$ cat config.mk
export PLATFORM = sky130hd
export DESIGN_NAME = phase_seq
export DESIGN_NICKNAME = d
export VERILOG_FILES = /design/src/rtl/phase_seq_pkg.sv /design/src/rtl/phase_seq_decode.sv /design/src/rtl/phase_seq_fsm.sv /design/src/rtl/phase_seq_ctrl.sv /design/src/rtl/phase_seq.sv
export SDC_FILE = /design/constraint.sdc
export NUM_CORES = 1
export LEC_CHECK = 0
export BUFFER_PORTS_ARGS = -buffer_cell sky130_fd_sc_hd__buf_2
export CAP_MARGIN = 20
export CELL_PAD_IN_SITES_DETAIL_PLACEMENT = 0
export CELL_PAD_IN_SITES_GLOBAL_PLACEMENT = 2
export CORE_ASPECT_RATIO = 0.9
export CORE_UTILIZATION = 27
export DETAILED_ROUTE_END_ITERATION = 10
export PLACE_DENSITY = 0.79
export SKIP_CTS_REPAIR_TIMING = 1
export SLEW_MARGIN = 20
export SYNTH_ARGS = -nofsm -noshare
export SYNTH_HDL_FRONTEND = slang
export SYNTH_SLANG_ARGS = --single-unit
$ cat constraint.sdc
create_clock -name clk -period 2.4 [get_ports clk]
set_input_delay 0.12 -clock clk [delete_from_list [all_inputs] [get_ports clk]]
set_output_delay 0.12 -clock clk [all_outputs]
set_load 0.1 [all_outputs]
$ cat src/rtl/phase_seq_pkg.sv
package phase_seq_pkg;

    localparam int OPC_W     = 4;
    localparam int NUM_OPS   = 1 << OPC_W;
    localparam int PHASE_W   = 3;
    localparam int ALU_SEL_W = 2;

    typedef logic [OPC_W-1:0] opc_t;

    localparam opc_t OPC_BR  = 4'h0;
    localparam opc_t OPC_ADD = 4'h1;
    localparam opc_t OPC_LD  = 4'h2;
    localparam opc_t OPC_AND = 4'h5;
    localparam opc_t OPC_LDR = 4'h6;
    localparam opc_t OPC_STR = 4'h7;
    localparam opc_t OPC_NOT = 4'h9;
    localparam opc_t OPC_LDI = 4'hA;
    localparam opc_t OPC_LEA = 4'hE;

    typedef enum logic [ALU_SEL_W-1:0] {
        ALU_ADD  = 2'b00,
        ALU_AND  = 2'b01,
        ALU_NOT  = 2'b10,
        ALU_PASS = 2'b11
    } alu_op_e;

    typedef enum logic [PHASE_W-1:0] {
        PH_FETCH  = 3'd0,
        PH_DECODE = 3'd1,
        PH_EVAL   = 3'd2,
        PH_OPND   = 3'd3,
        PH_EXEC   = 3'd4,
        PH_STORE  = 3'd5
    } phase_e;

    typedef enum logic [2:0] {
        PATH_NONE,
        PATH_ALU,
        PATH_LOAD,
        PATH_STORE,
        PATH_BRANCH
    } path_e;

    typedef enum logic [3:0] {
        ST_F_ADDR,
        ST_F_READ,
        ST_F_IR,
        ST_DECODE,
        ST_ALU_OPND,
        ST_ALU_WB,
        ST_MEM_EA,
        ST_LD_READ,
        ST_LD_WB,
        ST_ST_DATA,
        ST_ST_WRITE,
        ST_BR_EXEC
    } state_e;

    typedef enum logic {
        PC_INC  = 1'b0,
        PC_ADDR = 1'b1
    } pc_sel_e;

    typedef struct packed {
        logic    gate_pc;
        logic    gate_alu;
        logic    gate_mdr;
        logic    gate_addr;
        logic    ld_mar;
        logic    ld_mdr;
        logic    ld_ir;
        logic    ld_pc;
        logic    ld_reg;
        logic    ld_cc;
        logic    mem_rd;
        logic    mem_wr;
        pc_sel_e pc_sel;
        alu_op_e alu_op;
    } ctrl_t;

    // Which control path a decoded opcode line selects.
    function automatic path_e path_of(opc_t op);
        case (op)
            OPC_ADD, OPC_AND, OPC_NOT: return PATH_ALU;
            OPC_LDR:                   return PATH_LOAD;
            OPC_STR:                   return PATH_STORE;
            OPC_BR:                    return PATH_BRANCH;
            default:                   return PATH_NONE;
        endcase
    endfunction

    // Opcodes permitted to update the condition codes.
    function automatic logic cc_allowed(opc_t op);
        case (op)
            OPC_ADD, OPC_AND, OPC_NOT,
            OPC_LD, OPC_LDI, OPC_LDR, OPC_LEA: return 1'b1;
            default:                           return 1'b0;
        endcase
    endfunction

    function automatic alu_op_e alu_of(opc_t op);
        case (op)
            OPC_ADD: return ALU_ADD;
            OPC_AND: return ALU_AND;
            OPC_NOT: return ALU_NOT;
            default: return ALU_PASS;
        endcase
    endfunction

    function automatic phase_e phase_of(state_e s);
        case (s)
            ST_F_ADDR, ST_F_READ, ST_F_IR: return PH_FETCH;
            ST_DECODE:                     return PH_DECODE;
            ST_MEM_EA:                     return PH_EVAL;
            ST_ALU_OPND, ST_LD_READ,
            ST_ST_DATA:                    return PH_OPND;
            ST_BR_EXEC:                    return PH_EXEC;
            ST_ALU_WB, ST_LD_WB,
            ST_ST_WRITE:                   return PH_STORE;
            default:                       return PH_FETCH;
        endcase
    endfunction

endpackage

$ cat src/rtl/phase_seq_decode.sv
module phase_seq_decode
    import phase_seq_pkg::*;
(
    input  logic  clk,
    input  logic  rst,
    input  opc_t  opcode,
    input  logic  capture,
    output path_e path_now,
    output path_e path_q,
    output opc_t  op_q
);

    logic [NUM_OPS-1:0] hot;

    // One line per opcode value.
    for (genvar i = 0; i < NUM_OPS; i++) begin : g_line
        assign hot[i] = (opcode == opc_t'(i));
    end

    always_comb begin
        path_now = PATH_NONE;
        for (int i = 0; i < NUM_OPS; i++) begin
            if (hot[i]) begin
                path_now = path_of(opc_t'(i));
            end
        end
    end

    always_ff @(posedge clk) begin
        if (rst) begin
            path_q <= PATH_NONE;
            op_q   <= '0;
        end else if (capture) begin
            path_q <= path_now;
            op_q   <= opcode;
        end
    end

endmodule

$ cat src/rtl/phase_seq_fsm.sv
module phase_seq_fsm
    import phase_seq_pkg::*;
(
    input  logic   clk,
    input  logic   rst,
    input  logic   mem_ready,
    input  path_e  path_now,
    input  path_e  path_q,
    output state_e state
);

    state_e nxt;

    always_comb begin
        nxt = state;
        case (state)
            ST_F_ADDR:   nxt = ST_F_READ;
            ST_F_READ:   nxt = mem_ready ? ST_F_IR : ST_F_READ;
            ST_F_IR:     nxt = ST_DECODE;
            ST_DECODE: begin
                case (path_now)
                    PATH_ALU:              nxt = ST_ALU_OPND;
                    PATH_LOAD, PATH_STORE: nxt = ST_MEM_EA;
                    PATH_BRANCH:           nxt = ST_BR_EXEC;
                    default:               nxt = ST_F_ADDR;
                endcase
            end
            ST_ALU_OPND: nxt = ST_ALU_WB;
            ST_ALU_WB:   nxt = ST_F_ADDR;
            ST_MEM_EA:   nxt = (path_q == PATH_STORE) ? ST_ST_DATA : ST_LD_READ;
            ST_LD_READ:  nxt = mem_ready ? ST_LD_WB : ST_LD_READ;
            ST_LD_WB:    nxt = ST_F_ADDR;
            ST_ST_DATA:  nxt = ST_ST_WRITE;
            ST_ST_WRITE: nxt = mem_ready ? ST_F_ADDR : ST_ST_WRITE;
            ST_BR_EXEC:  nxt = ST_F_ADDR;
            default:     nxt = ST_F_ADDR;
        endcase
    end

    always_ff @(posedge clk) begin
        if (rst) begin
            state <= ST_F_ADDR;
        end else begin
            state <= nxt;
        end
    end

endmodule

$ cat src/rtl/phase_seq_ctrl.sv
module phase_seq_ctrl
    import phase_seq_pkg::*;
(
    input  logic   rst,
    input  state_e state,
    input  logic   mem_ready,
    input  logic   cond_met,
    input  opc_t   op_q,
    output ctrl_t  ctrl,
    output phase_e phase
);

    always_comb begin
        ctrl = '0;
        case (state)
            ST_F_ADDR: begin
                ctrl.gate_pc = 1'b1;
                ctrl.ld_mar  = 1'b1;
            end
            ST_F_READ, ST_LD_READ: begin
                ctrl.mem_rd = 1'b1;
                ctrl.ld_mdr = mem_ready;
            end
            ST_F_IR: begin
                ctrl.gate_mdr = 1'b1;
                ctrl.ld_ir    = 1'b1;
                ctrl.ld_pc    = 1'b1;
                ctrl.pc_sel   = PC_INC;
            end
            ST_ALU_WB: begin
                ctrl.gate_alu = 1'b1;
                ctrl.ld_reg   = 1'b1;
                ctrl.ld_cc    = cc_allowed(op_q);
                ctrl.alu_op   = alu_of(op_q);
            end
            ST_MEM_EA: begin
                ctrl.gate_addr = 1'b1;
                ctrl.ld_mar    = 1'b1;
            end
            ST_LD_WB: begin
                ctrl.gate_mdr = 1'b1;
                ctrl.ld_reg   = 1'b1;
                ctrl.ld_cc    = cc_allowed(op_q);
            end
            ST_ST_DATA: begin
                ctrl.gate_alu = 1'b1;
                ctrl.alu_op   = ALU_PASS;
                ctrl.ld_mdr   = 1'b1;
            end
            ST_ST_WRITE: begin
                ctrl.mem_wr = 1'b1;
            end
            ST_BR_EXEC: begin
                ctrl.ld_pc  = cond_met;
                ctrl.pc_sel = PC_ADDR;
            end
            default: ctrl = '0;
        endcase
        if (rst) begin
            ctrl = '0;
        end
    end

    assign phase = phase_of(state);

endmodule

$ cat src/rtl/phase_seq.sv
module phase_seq
    import phase_seq_pkg::*;
(
    input  logic                 clk,
    input  logic                 rst,
    input  logic [OPC_W-1:0]     opcode,
    input  logic                 mem_ready,
    input  logic                 cond_met,
    output logic                 gate_pc,
    output logic                 gate_alu,
    output logic                 gate_mdr,
    output logic                 gate_addr,
    output logic                 ld_mar,
    output logic                 ld_mdr,
    output logic                 ld_ir,
    output logic                 ld_pc,
    output logic                 ld_reg,
    output logic                 ld_cc,
    output logic                 mem_rd,
    output logic                 mem_wr,
    output logic                 pc_sel,
    output logic [ALU_SEL_W-1:0] alu_op,
    output logic [PHASE_W-1:0]   phase
);

    state_e state;
    path_e  path_now;
    path_e  path_q;
    opc_t   op_q;
    ctrl_t  ctrl;
    phase_e ph;

    phase_seq_decode u_decode (
        .clk      (clk),
        .rst      (rst),
        .opcode   (opcode),
        .capture  (state == ST_DECODE),
        .path_now (path_now),
        .path_q   (path_q),
        .op_q     (op_q)
    );

    phase_seq_fsm u_fsm (
        .clk       (clk),
        .rst       (rst),
        .mem_ready (mem_ready),
        .path_now  (path_now),
        .path_q    (path_q),
        .state     (state)
    );

    phase_seq_ctrl u_ctrl (
        .rst       (rst),
        .state     (state),
        .mem_ready (mem_ready),
        .cond_met  (cond_met),
        .op_q      (op_q),
        .ctrl      (ctrl),
        .phase     (ph)
    );

    assign gate_pc   = ctrl.gate_pc;
    assign gate_alu  = ctrl.gate_alu;
    assign gate_mdr  = ctrl.gate_mdr;
    assign gate_addr = ctrl.gate_addr;
    assign ld_mar    = ctrl.ld_mar;
    assign ld_mdr    = ctrl.ld_mdr;
    assign ld_ir     = ctrl.ld_ir;
    assign ld_pc     = ctrl.ld_pc;
    assign ld_reg    = ctrl.ld_reg;
    assign ld_cc     = ctrl.ld_cc;
    assign mem_rd    = ctrl.mem_rd;
    assign mem_wr    = ctrl.mem_wr;
    assign pc_sel    = ctrl.pc_sel;
    assign alu_op    = ctrl.alu_op;
    assign phase     = ph;

endmodule

After elaboration in Yosys (flattened, before gate mapping)
Memory sizes are Yosys's and may differ from the RTL's. A register that Yosys moved wholly into a read port is not among the register bits.
Index checks and enable logic that the tools add are counted.
- register bits after elaboration: 11
- bits in read-only memories: 48
- output and inout port bits: 18
- memories kept: 1
- equal/unequal tests: 38
- multiplexer cells: 39
- reduce and logical (&&, ||, !) cells: 9
- memories (name ; depth ; width ; read ports ; clocked after memory_dff ; write ports ; line ; source):
    (name not given) ; 16 ; 3 ; 1 ; 1 ; 0 ; phase_seq_pkg.sv:111 ; case (s)
- operators by type and width (cell ; count):
    $eq 4x4->1 const B ; 15
    $mux 3 ; 16
    $eq 4x3->1 const B ; 10
    $pmux 4 s9 ; 1
    $eq 4x2->1 const B ; 5
    $mux 4 ; 4
    $mux 15 ; 1
    $eq 4x1->1 const B ; 3
    $pmux 4 s3 ; 1
    $reduce_or 2->1 ; 6
    $mux 1 ; 10
    $eq 3x2->1 const B ; 3
    $logic_not 4->1 ; 2
    $reduce_or 7->1 ; 1
    $pmux 2 s3 ; 1
    $mux 2 ; 2
    $pmux 1 s2 ; 2
    $pmux 2 s2 ; 1
    $eq 3x1->1 const B ; 1
    $eq 3x3->1 const B ; 1

Longest topological paths before layout
Gate-level depths: netlist of run 1.
- word-level depth: 22
- mapped depth: 7
- gate-level depth less buffers: 5

Cells and area by module
A second synthesis of run 1 with hierarchy kept.
- cell total of the unflattened synthesis: 120
- area total of the unflattened synthesis: 974.7 µm²
- by module, submodules not included (module ; times used ; cells each ; area each (µm²) ; sequential area each (µm²)):
    phase_seq_fsm ; 1 ; 43 ; 336.6 ; 80.1
    phase_seq_ctrl ; 1 ; 46 ; 326.6 ; 0.0
    phase_seq_decode ; 1 ; 30 ; 299.0 ; 140.1
    phase_seq ; 1 ; 1 ; 12.5 ; 0.0

Worst setup path before layout of run 1
OpenSTA, ideal clock, no wires.
- path kind: reg2out
- start: register u_fsm.state[0]
- end: output ld_mar
- data arrival time: 4656 ps
- required time: 2280 ps
- setup slack: -2376 ps
- stages on the path, launching flop included: 6
- cell sequence: dfxtp_1 clkbuf_1 clkbuf_1 or2_2 nor4_1 or2_2
- longest elaborated chain between the ends: 4
- elaborated cells on any way between the ends: 5
- classes of those cells: eq/ne (1); mux (2); reduce/logical (2)
- RTL lines (item ; line ; source):
    start: declaration ; phase_seq_fsm.sv:9 ; output state_e state
    start signal: assignment ; phase_seq_fsm.sv:44 ; state <= nxt;
    $eq 4x3->1 / $logic_not 4->1 (equally long branches) ; phase_seq_ctrl.sv:15 ; case (state)
    $reduce_or 2->1 (no source line) (*) ; n/a ;
    $mux 1 (*) ; phase_seq_ctrl.sv:15 ;
    $mux 15 (*) ; phase_seq_ctrl.sv:59 ; if (rst) begin
    end: declaration ; phase_seq.sv:13 ; output logic ld_mar,
Every way passes the cells marked *; elsewhere a longest branch is shown, timed or not.

Worst setup path in the final report of run 1
- start: register u_fsm.state[1]
- end: register u_ctrl.phase[1] (netlist name)
- longest elaborated chain between the ends: 3
- elaborated cells on any way between the ends: 11
- classes of those cells: eq/ne (8); mux (2); reduce/logical (1)
- RTL lines (item ; line ; source):
    $eq 4x4->1, or another cell as far along ; phase_seq_fsm.sv:16 ; case (state)
    $pmux 4 s9 (*) ; phase_seq_fsm.sv:16 ;
    $mux 4 (no source line) (*) ; n/a ;
Marked as above.
A chain may end at the register's enable or synchronous reset.

==> results of run 1 <==
-- worst min-delay path, delay by kind of cell --
family / cells / cell delay, ps
buffers and inverters: 1 / 120
AND/OR/NAND/NOR: 1 / 60
AO/OA/AOI/OAI: 1 / 50
-- logic make-up after synthesis --
family / count (synthesis) / share of synthesized area (%)
and+or+nand+nor: 57 / 33.1
DFF: 14 / 31.0
muxes: 1 / 1.11
AOI/OAI and AO/OA: 37 / 25.6
buffers and inverters: 15 / 7.20
xor gates and xnor gates: 2 / 1.94
-- metrics by stage --
| step | instance area [um2] | setup TNS, ps | cells | hold WS (ps) |
|---|---|---|---|---|
| 4_1_cts | 1250 | 0 | 195 | 147 |
| 2_1_floorplan | 1030 | -939 | 126 | 256 |
| 3_5_place_dp | 1200 | 0 | 191 | 416 |
| 3_3_place_gp | 1200 | 0 | 191 | 404 |
| 6_report | 1250 | 0 | 195 | 153 |
| 5_1_grt | 1250 | 0 | 195 | 158 |
-- registers in the layout, indices dropped and copies added (netlist names) --
signal and flops:
u_ctrl.phase 3, u_decode.op_q 4, u_decode.path_q 3, u_fsm.state 4
-- power by group --
part           switching [mW]  total, mW  internal, mW  leakage (nW)
clock                  0.0914      0.237         0.146        0.0288
combinational           0.218      0.298        0.0803         0.374
sequential             0.0103      0.255         0.245         0.114
total                   0.319      0.790         0.471         0.516
-- cells in the mapped netlist --
cell	instances
nor3_1	7
or3_1	1
nand3_1	3
nor2_1	12
a221oi_1	1
dfxtp_1	14
nand2b_1	4
o21a_1	2
a221o_1	1
xnor2_1	1
or4b_1	1
mux2i_1	1
or2_2	3
o211a_1	1
buf_6	1
nand4b_1	1
nor4_1	5
o21ai_0	6
nor2b_1	2
a32oi_1	1
nand2_1	13
and3_1	1
o22ai_1	1
clkbuf_1	8
xor2_1	1
o32ai_1	1
a21o_1	2
buf_2	1
inv_1	5
nor3b_1	1
and3b_1	1
nor4bb_1	2
o21ba_2	1
a311o_1	1
a21oi_1	18
o221ai_1	1
-- placed cells by master (no fill, tap or decap), drive strengths merged, types with 2 or more instances in the layout --
cell	Yosys	final
buf	2	33
a21oi	18	18
dfxtp	14	14
nand2	13	13
nor2	12	12
nor3	7	7
o21ai	6	6
inv	5	5
nor4	5	5
nand2b	4	4
clkbuf	8	4
nand3	3	3
or2	3	3
nor2b	2	2
nor4bb	2	2
o21a	2	2
a21o	2	2
-- worst paths after layout --
kind / startpoint / end / cells after the start
setup / recovery: u_fsm.state[1] / u_ctrl.phase[1] / 6
hold / removal: opcode[1] / u_decode.op_q[1] / 3
setup reg to reg: u_fsm.state[1] / u_ctrl.phase[1] / 6
hold reg to reg: u_decode.path_q[0] / u_decode.path_q[0] / 2
-- layout make-up --
| type | count | area share [%] |
|---|---|---|
| clock buffer | 4 | 4.40 |
| inverter | 5 | 1.50 |
| multi-input combinational | 97 | 52.7 |
| sequential | 14 | 22.4 |
| tap | 42 | 4.20 |
| timing repair buffer | 33 | 14.8 |
-- per-layer routing --
| metal | global-route usage (%) | part of all wire (%) |
|---|---|---|
| met5 | 0 | 0 |
| met4 | 5.98 | 1.7 |
| met3 | 2.24 | 5.3 |
| met2 | 20.7 | 42 |
| met1 | 21.5 | 51 |
==> flow_summary.json, run 1 <==
{
  "grt_pass1_vias": 851,
  "cts_inserted_buffers": 3,
  "ioPinCount": 26,
  "synth_fp_nets": 134,
  "syn_avg_cell_area_um2": 7.17,
  "gp_congestion": 0.761,
  "fin_skew_ps": 0.569,
  "ys_ff_latch": 14,
  "routed_wl_um": 2510,
  "synth_top_area_share_pct": 31.0,
  "path_clk_slew_ps": 60,
  "worstPathArrival_ps": 2260,
  "first_iter_violations": 53,
  "power_mw": 0.790,
  "track_usage_pct": 14.6,
  "ys_warn_count": 0,
  "slew_violations": 0,
  "drive_gt1_share_pct": 35.3,
  "critPathMaxFanout": 7,
  "synth_cell_type_count": 36,
  "fin_nets": 162,
  "drc": 0,
  "n_fill_cell": 328,
  "crit_chain": "buf_4, nor4bb_1, nand2_1, a311o_1, o211a_1, a221o_1",
  "period_share_pct": 88.4,
  "antenna_found_initial": 0,
  "hold_viol_final": 0,
  "p_leak_nw": 0.516,
  "hold_path.class": "input port to flop",
  "antenna_cells": 0,
  "final_antenna_net_count": 0,
  "crit_buf_inv": 1,
  "multiInputGateArea_um2": 661,
  "critical_path_class": "flop to flop",
  "end_kind": "flop",
  "tritoncts": "built",
  "pre_cts_slack_ps": 299,
  "tightest_slew_ps": 488,
  "ff_latch_area_um2": 280,
  "row_count": 19,
  "status": "complete, no violations",
  "ir_worst_vdd_mv": 0.303,
  "ys_seq_area_share_pct": 31.0,
  "fmax_mhz": 471,
  "die_y_um": 56.9,
  "slowest_delay_ps": 430,
  "crit_family": "compound AO/OA/AOI/OAI gates",
  "cts_sinks": 14,
  "synth_top_area_cell": "dfxtp_1",
  "rsz0062_at_grt": "false",
  "vias_per_cell": 5.10,
  "syn-cell-area_um2": 903,
  "root_buffer": "clkbuf_8",
  "coreArea_um2": 3110,
  "grt_overflow_total": 0,
  "powerDensity_nw_per_um2": 631,
  "grt_pass1_wl_um": 4080,
  "synth.area.top_cells": "dfxtp_1, a21oi_1, nand2_1",
  "post-route-min-period_ps": 2120,
  "worstSkewPairLatency_ps": 250,
  "grt_max_degree": 18,
  "syn2layout_area_growth_pct": 38.6,
  "slew_headroom_pct": 67.7,
  "cp-start-kind": "flop",
  "cap_violations": 0,
  "fin_ws_ps": 279,
  "routedWlPerCell_um": 12.9,
  "cp_slowest_cell": "a311o_1",
  "fp.dieArea_um2": 3580,
  "syn_inst": 126,
  "hpwl_um": 1950,
  "final_util_pct": 40.2,
  "portBuffers": 25,
  "routed-via-count": 995,
  "firstDrtPassIters": 4,
  "start_util_pct": 29.0,
  "rrSetupSlack_ps": 280,
  "worstPathRequired_ps": 2540,
  "cts_buffer_depth": 2,
  "finalSetupViolations": 0,
  "htreeDepth": 1,
  "die-width_um": 63.0
}
No activity file was read; power rests on OpenSTA's default activity.
==> run 2: changes to the inputs <==
Settings changed: BUFFER_PORTS_ARGS -buffer_cell sky130_fd_sc_hd__buf_2 to -buffer_cell sky130_fd_sc_hd__buf_4, CORE_UTILIZATION 27 to 29, SYNTH_HIERARCHICAL from default to 1.
==> run 2 against run 1 <==
Net effect: utilization rose by 0.81 points; via count fell by 6.0%; critical path type is now flop to output pin; power fell by 22%; clock skew rose by 6.1 ps; critical path depth fell by 3; die area rose by 0.44%; non-clock buffer count fell by 4; combinational power fell by 27%; flip-flop and latch count fell by 3; global-route usage fell by 0.63 points.
==> flow_summary.json, run 2 <==
{
  "vias_per_cell": 5.03,
  "final.setup.tns_ps": 0,
  "syn_avg_cell_area_um2": 8.12,
  "synth-edff-count": 0,
  "whs_ps": 152,
  "finalSetupViolations": 0,
  "worstPathRequired_ps": 2280,
  "tritoncts": "built",
  "row_count": 19,
  "ys_ff_latch": 11,
  "syn-cell-area_um2": 975,
  "drive_gt1_share_pct": 38.9,
  "synthMostInstantiatedCell": "nor2_1",
  "hold_path.class": "input port to flop",
  "ioPinCount": 26,
  "fp.dieArea_um2": 3600,
  "rsz0062_at_grt": "false",
  "routed_wl_um": 2280,
  "track_usage_pct": 14.0,
  "slew_headroom_pct": 61.9,
  "reg_top3": "u_decode/op_q (4), u_fsm/state (4), u_decode/path_q (3)",
  "worstPathArrival_ps": 1840,
  "cp_slowest_cell": "dfxtp_1",
  "grt_pass1_wl_um": 4070,
  "final_cell_mix": "buf_4, nor2_1, dfxtp_1, nand2b_1, nand2_1",
  "routed-via-count": 935,
  "syn2layout_area_growth_pct": 32.1,
  "ys_warn_count": 6,
  "tightest_slew_ps": 571,
  "slew_violations": 0,
  "synthArstFlopShare_pct": 0,
  "ys_top_cells_by_count": "nor2_1, dfxtp_1, nand2b_1",
  "root_buffer": "clkbuf_8",
  "slowest_delay_ps": 680,
  "powerDensity_nw_per_um2": 482,
  "cts_sinks": 11,
  "synth_top_area_cell": "dfxtp_1",
  "portBuffers": 25,
  "crit_chain": "mux2_4, nor4_4, buf_4",
  "synth.area.top_cells": "dfxtp_1, mux2i_1, nand2b_1",
  "worstSkewPairLatency_ps": 240,
  "worstRegToRegCells": 5,
  "end_kind": "output pin",
  "status": "complete, no violations",
  "final_common_cell": "buf_4",
  "antenna_cells": 0,
  "path_clk_slew_ps": 60,
  "synth_fp_nets": 128,
  "fin_nets": 153,
  "routedWlPerCell_um": 12.3,
  "syn_inst": 120,
  "start_util_pct": 31.1,
  "grt_max_degree": 19,
  "hold_viol_final": 0,
  "final_antenna_net_count": 0,
  "grt_overflow_total": 0,
  "gp_congestion": 0.722,
  "fin_skew_ps": 6.66,
  "cts_buffer_depth": 2,
  "critical_path_class": "flop to output pin",
  "die_y_um": 57,
  "cap_violations": 0,
  "synth_top_area_share_pct": 22.6,
  "p_leak_nw": 0.485,
  "post-route-min-period_ps": 1960,
  "firstDrtPassIters": 4,
  "period_share_pct": 81.6,
  "cp-start-kind": "flop",
  "first_iter_violations": 39,
  "synth_cell_type_count": 43,
  "critPathMaxFanout": 16,
  "grt_pass1_vias": 908,
  "fmax_mhz": 511,
  "drc": 0,
  "antenna_found_initial": 0,
  "yosys_most_used_dff": "dfxtp_1",
  "whs_path_depth": 2,
  "ys_seq_area_share_pct": 22.6,
  "hpwl_um": 1720,
  "cts_inserted_buffers": 3,
  "htreeDepth": 1,
  "coreArea_um2": 3140,
  "ir_worst_vdd_mv": 0.339,
  "die-width_um": 63.1
}
==> run 2: cell types whose count changed in the layout (fill, tap and decap cells not counted), sizes merged, moves of 4 or more <==
cell,previous run,this run
buf,33,29
a21oi,18,6
nand2b,4,11
mux2i,1,8
nand2,13,8
a211oi,0,6
==> run 2: final timing paths <==
kind / startpoint / endpoint / slack, ps
max: u_fsm/state[0] / ld_cc / 440
min: opcode[0] / u_decode/path_q[0] / 150
max reg2reg: u_fsm/state[1] / u_fsm/state[3] / 770
min reg2reg: u_decode/path_q[1] / u_decode/path_q[1] / 480
==> run 2: stage by stage <==
step	instance area [um2]	power (mW)	std cells	setup WS, ps	utilization, %
4_1_cts	1290	0.626	186	427	41.0
3_3_place_gp	1240	0.434	182	733	39.6
6_report	1290	0.620	186	442	41.0
2_1_floorplan	1030	0.388	120	-125	-
3_5_place_dp	1240	0.435	182	710	39.6
5_1_grt	1290	0.656	186	267	41.0
==> run 2: logic make-up after synthesis <==
group	after synthesis	share of synthesized area, %
AOI/OAI and AO/OA	31	22.9
xor gates and xnor gates	2	1.80
DFF	11	22.6
buffers and inverters	11	6.93
and+or+nand+nor	56	36.1
muxes	9	9.76
==> run 2: critical path: cells and delay by family, from the launching register on <==
kind	cells	cell delay [ps]
DFF	1	680
muxes	1	370
and+or+nand+nor	1	210
buffers and inverters	1	330
==> run 2: layout make-up <==
class,instances,area [um2]
clock buffers,3,41.3
clock inverters,1,5.00
fillers,323,1850
inverters,2,7.51
multi-input cells,98,743
flip-flops and latches,11,220
well taps,42,52.6
repair buffers,29,218
==> run 2: routing by layer <==
metal	GRT usage (%)	share of wire (%)
met1	18.7	50
met2	23.3	45
met3	2.00	4.2
met4	3.99	0.96
met5	0	0
==> run 2: power by group <==
group	internal [mW]	leakage, nW	switching, mW
Clock	0.114	0.0255	0.0749
Combinational	0.0686	0.370	0.150
Sequential	0.190	0.0891	0.0220
==> run 3: changes to the inputs <==
Settings changed: CORE_UTILIZATION 29 to 26, PLACE_DENSITY 0.79 to 0.75.
Clock period 2.4 ns to 1.8 ns, I/O delays scaled along.
==> run 3 against run 2 <==
Net effect: sequential share of layout area is 0.48 points lower; clock power is 35% higher; power is 38% higher; sequential power is 29% higher; combinational power is 49% higher; flip-flop and latch count stayed put; utilization is 1.9 points lower; largest cell class unchanged.
==> flow_summary.json, run 3 (synthesis gave the netlist of run 2 again) <==
{
  "fin_skew_ps": 1.40,
  "first_iter_violations": 73,
  "pwr-share-clk_pct": 29.9,
  "finalSetupViolations": 0,
  "rsz0062_at_grt": "true",
  "die_y_um": 60.1,
  "hpwl_um": 1830,
  "path_clk_slew_ps": 50,
  "fin_ws_ps": 52.0,
  "drc": 0,
  "final_antenna_net_count": 0,
  "die-width_um": 66.5,
  "powerDensity_nw_per_um2": 629,
  "start_util_pct": 28.0,
  "grt_overflow_total": 0,
  "root_buffer": "clkbuf_8",
  "final_common_cell": "buf_4",
  "coreArea_um2": 3480,
  "critPathMaxFanout": 18,
  "fin_nets": 153,
  "pre_cts_slack_ps": 219,
  "worstPathRequired_ps": 1710,
  "reg_top3": "u_decode/op_q (4), u_fsm/state (4), u_decode/path_q (3)",
  "antenna_found_initial": 0,
  "antenna_cells": 0,
  "end_kind": "output pin",
  "routed-via-count": 945,
  "firstDrtPassIters": 4,
  "routedWlPerCell_um": 12.9,
  "grt_pass1_wl_um": 3970,
  "post-route-min-period_ps": 1750,
  "grt_max_degree": 19,
  "ir_worst_vdd_mv": 0.385,
  "p_switching_mw": 0.347,
  "drive_gt1_share_pct": 45.1,
  "portBuffers": 25,
  "status": "complete, no violations",
  "met2WireLength_um": 1060,
  "swShare_pct": 40.5,
  "cts_buffer_depth": 2,
  "cap_violations": 0,
  "tightest_slew_ps": 355,
  "gp_congestion": 0.730,
  "fp.dieArea_um2": 4000,
  "final_util_pct": 39.2,
  "worstPathArrival_ps": 1660,
  "fmax_mhz": 572,
  "wl_met1_um": 1190,
  "slew_violations": 0,
  "row_count": 20,
  "pwr-share-comb_pct": 38.2,
  "rrSetupSlack_ps": 330,
  "slew_headroom_pct": 76.1,
  "period_share_pct": 97.1,
  "cp-start-kind": "flop",
  "cts_sinks": 11,
  "track_usage_pct": 13.1,
  "power_mw": 0.857,
  "worstSkewPairLatency_ps": 240,
  "vias_per_cell": 5.03,
  "final_cell_mix": "buf_4, nor2_1, nand2_1, nand2b_1, dfxtp_1",
  "grt_pass1_vias": 834,
  "finish.instance_area_um2": 1360,
  "hold_path.class": "input port to flop",
  "place_area_um2": 1290,
  "htreeDepth": 1,
  "seq_power_share_pct": 31.9,
  "whs_ps": 127,
  "p_leak_nw": 0.491,
  "ioPinCount": 26,
  "top_layer": "met3",
  "syn2layout_area_growth_pct": 39.8,
  "routed_wl_um": 2420,
  "hold_viol_final": 0,
  "n_fill_cell": 364,
  "cts_inserted_buffers": 3,
  "wl_met3_um": 161,
  "tritoncts": "built",
  "critical_path_class": "flop to output pin",
  "intPower_mw": 0.510
}
run 3: per-layer routing:
metal	vias up	track usage (%)
met5	-	0
met4	0	1.82
met3	0	4.01
met2	34	18.8
met1	427	19.3
li1	484	-
run 3: power by group through the flow:
stage                     sequential, mW  clock (mW)  combinational (mW)
after floorplan                    0.272           0               0.258
after global placement             0.277           0               0.327
after detailed placement           0.278           0               0.326
after CTS                          0.273       0.271               0.327
final                              0.273       0.256               0.327
after global routing               0.275       0.282               0.346
run 3: per-stage QoR:
step	std cells	setup TNS, ps
floorplan	120	-3090
global placement	184	0
detailed placement	184	0
CTS	188	-62.9
global route	188	-29.8
finish	188	0
run 3: cell type report:
cell class                 instances  area, um2  share of cell area, %
clock buffer                       3       41.3                   3.03
timing repair buffer              29        238                   17.4
tap                               44       55.1                   4.04
sequential                        11        226                   16.6
multi-input combinational         98        790                   57.9
inverter                           2       7.51                  0.551
clock inverter                     1       5.00                  0.367
run 3: path summary, 6_finish.rpt:
| kind | end | depth (start not counted) | startpoint |
|---|---|---|---|
| worst max-delay path | ld_cc | 4 | u_fsm/state[3] |
| worst min register to register | u_decode/path_q[1] | 2 | u_decode/path_q[1] |
| worst max register to register | u_fsm/state[0] | 5 | u_fsm/state[1] |
| worst min-delay path | u_decode/op_q[1] | 3 | opcode[1] |
run 3: critical path, stage by stage, from the launching register on:
cell      delay (ps)
dfxtp_4          420
nand2b_2         270
mux2_4           320
nor4_4           150
buf_6            260
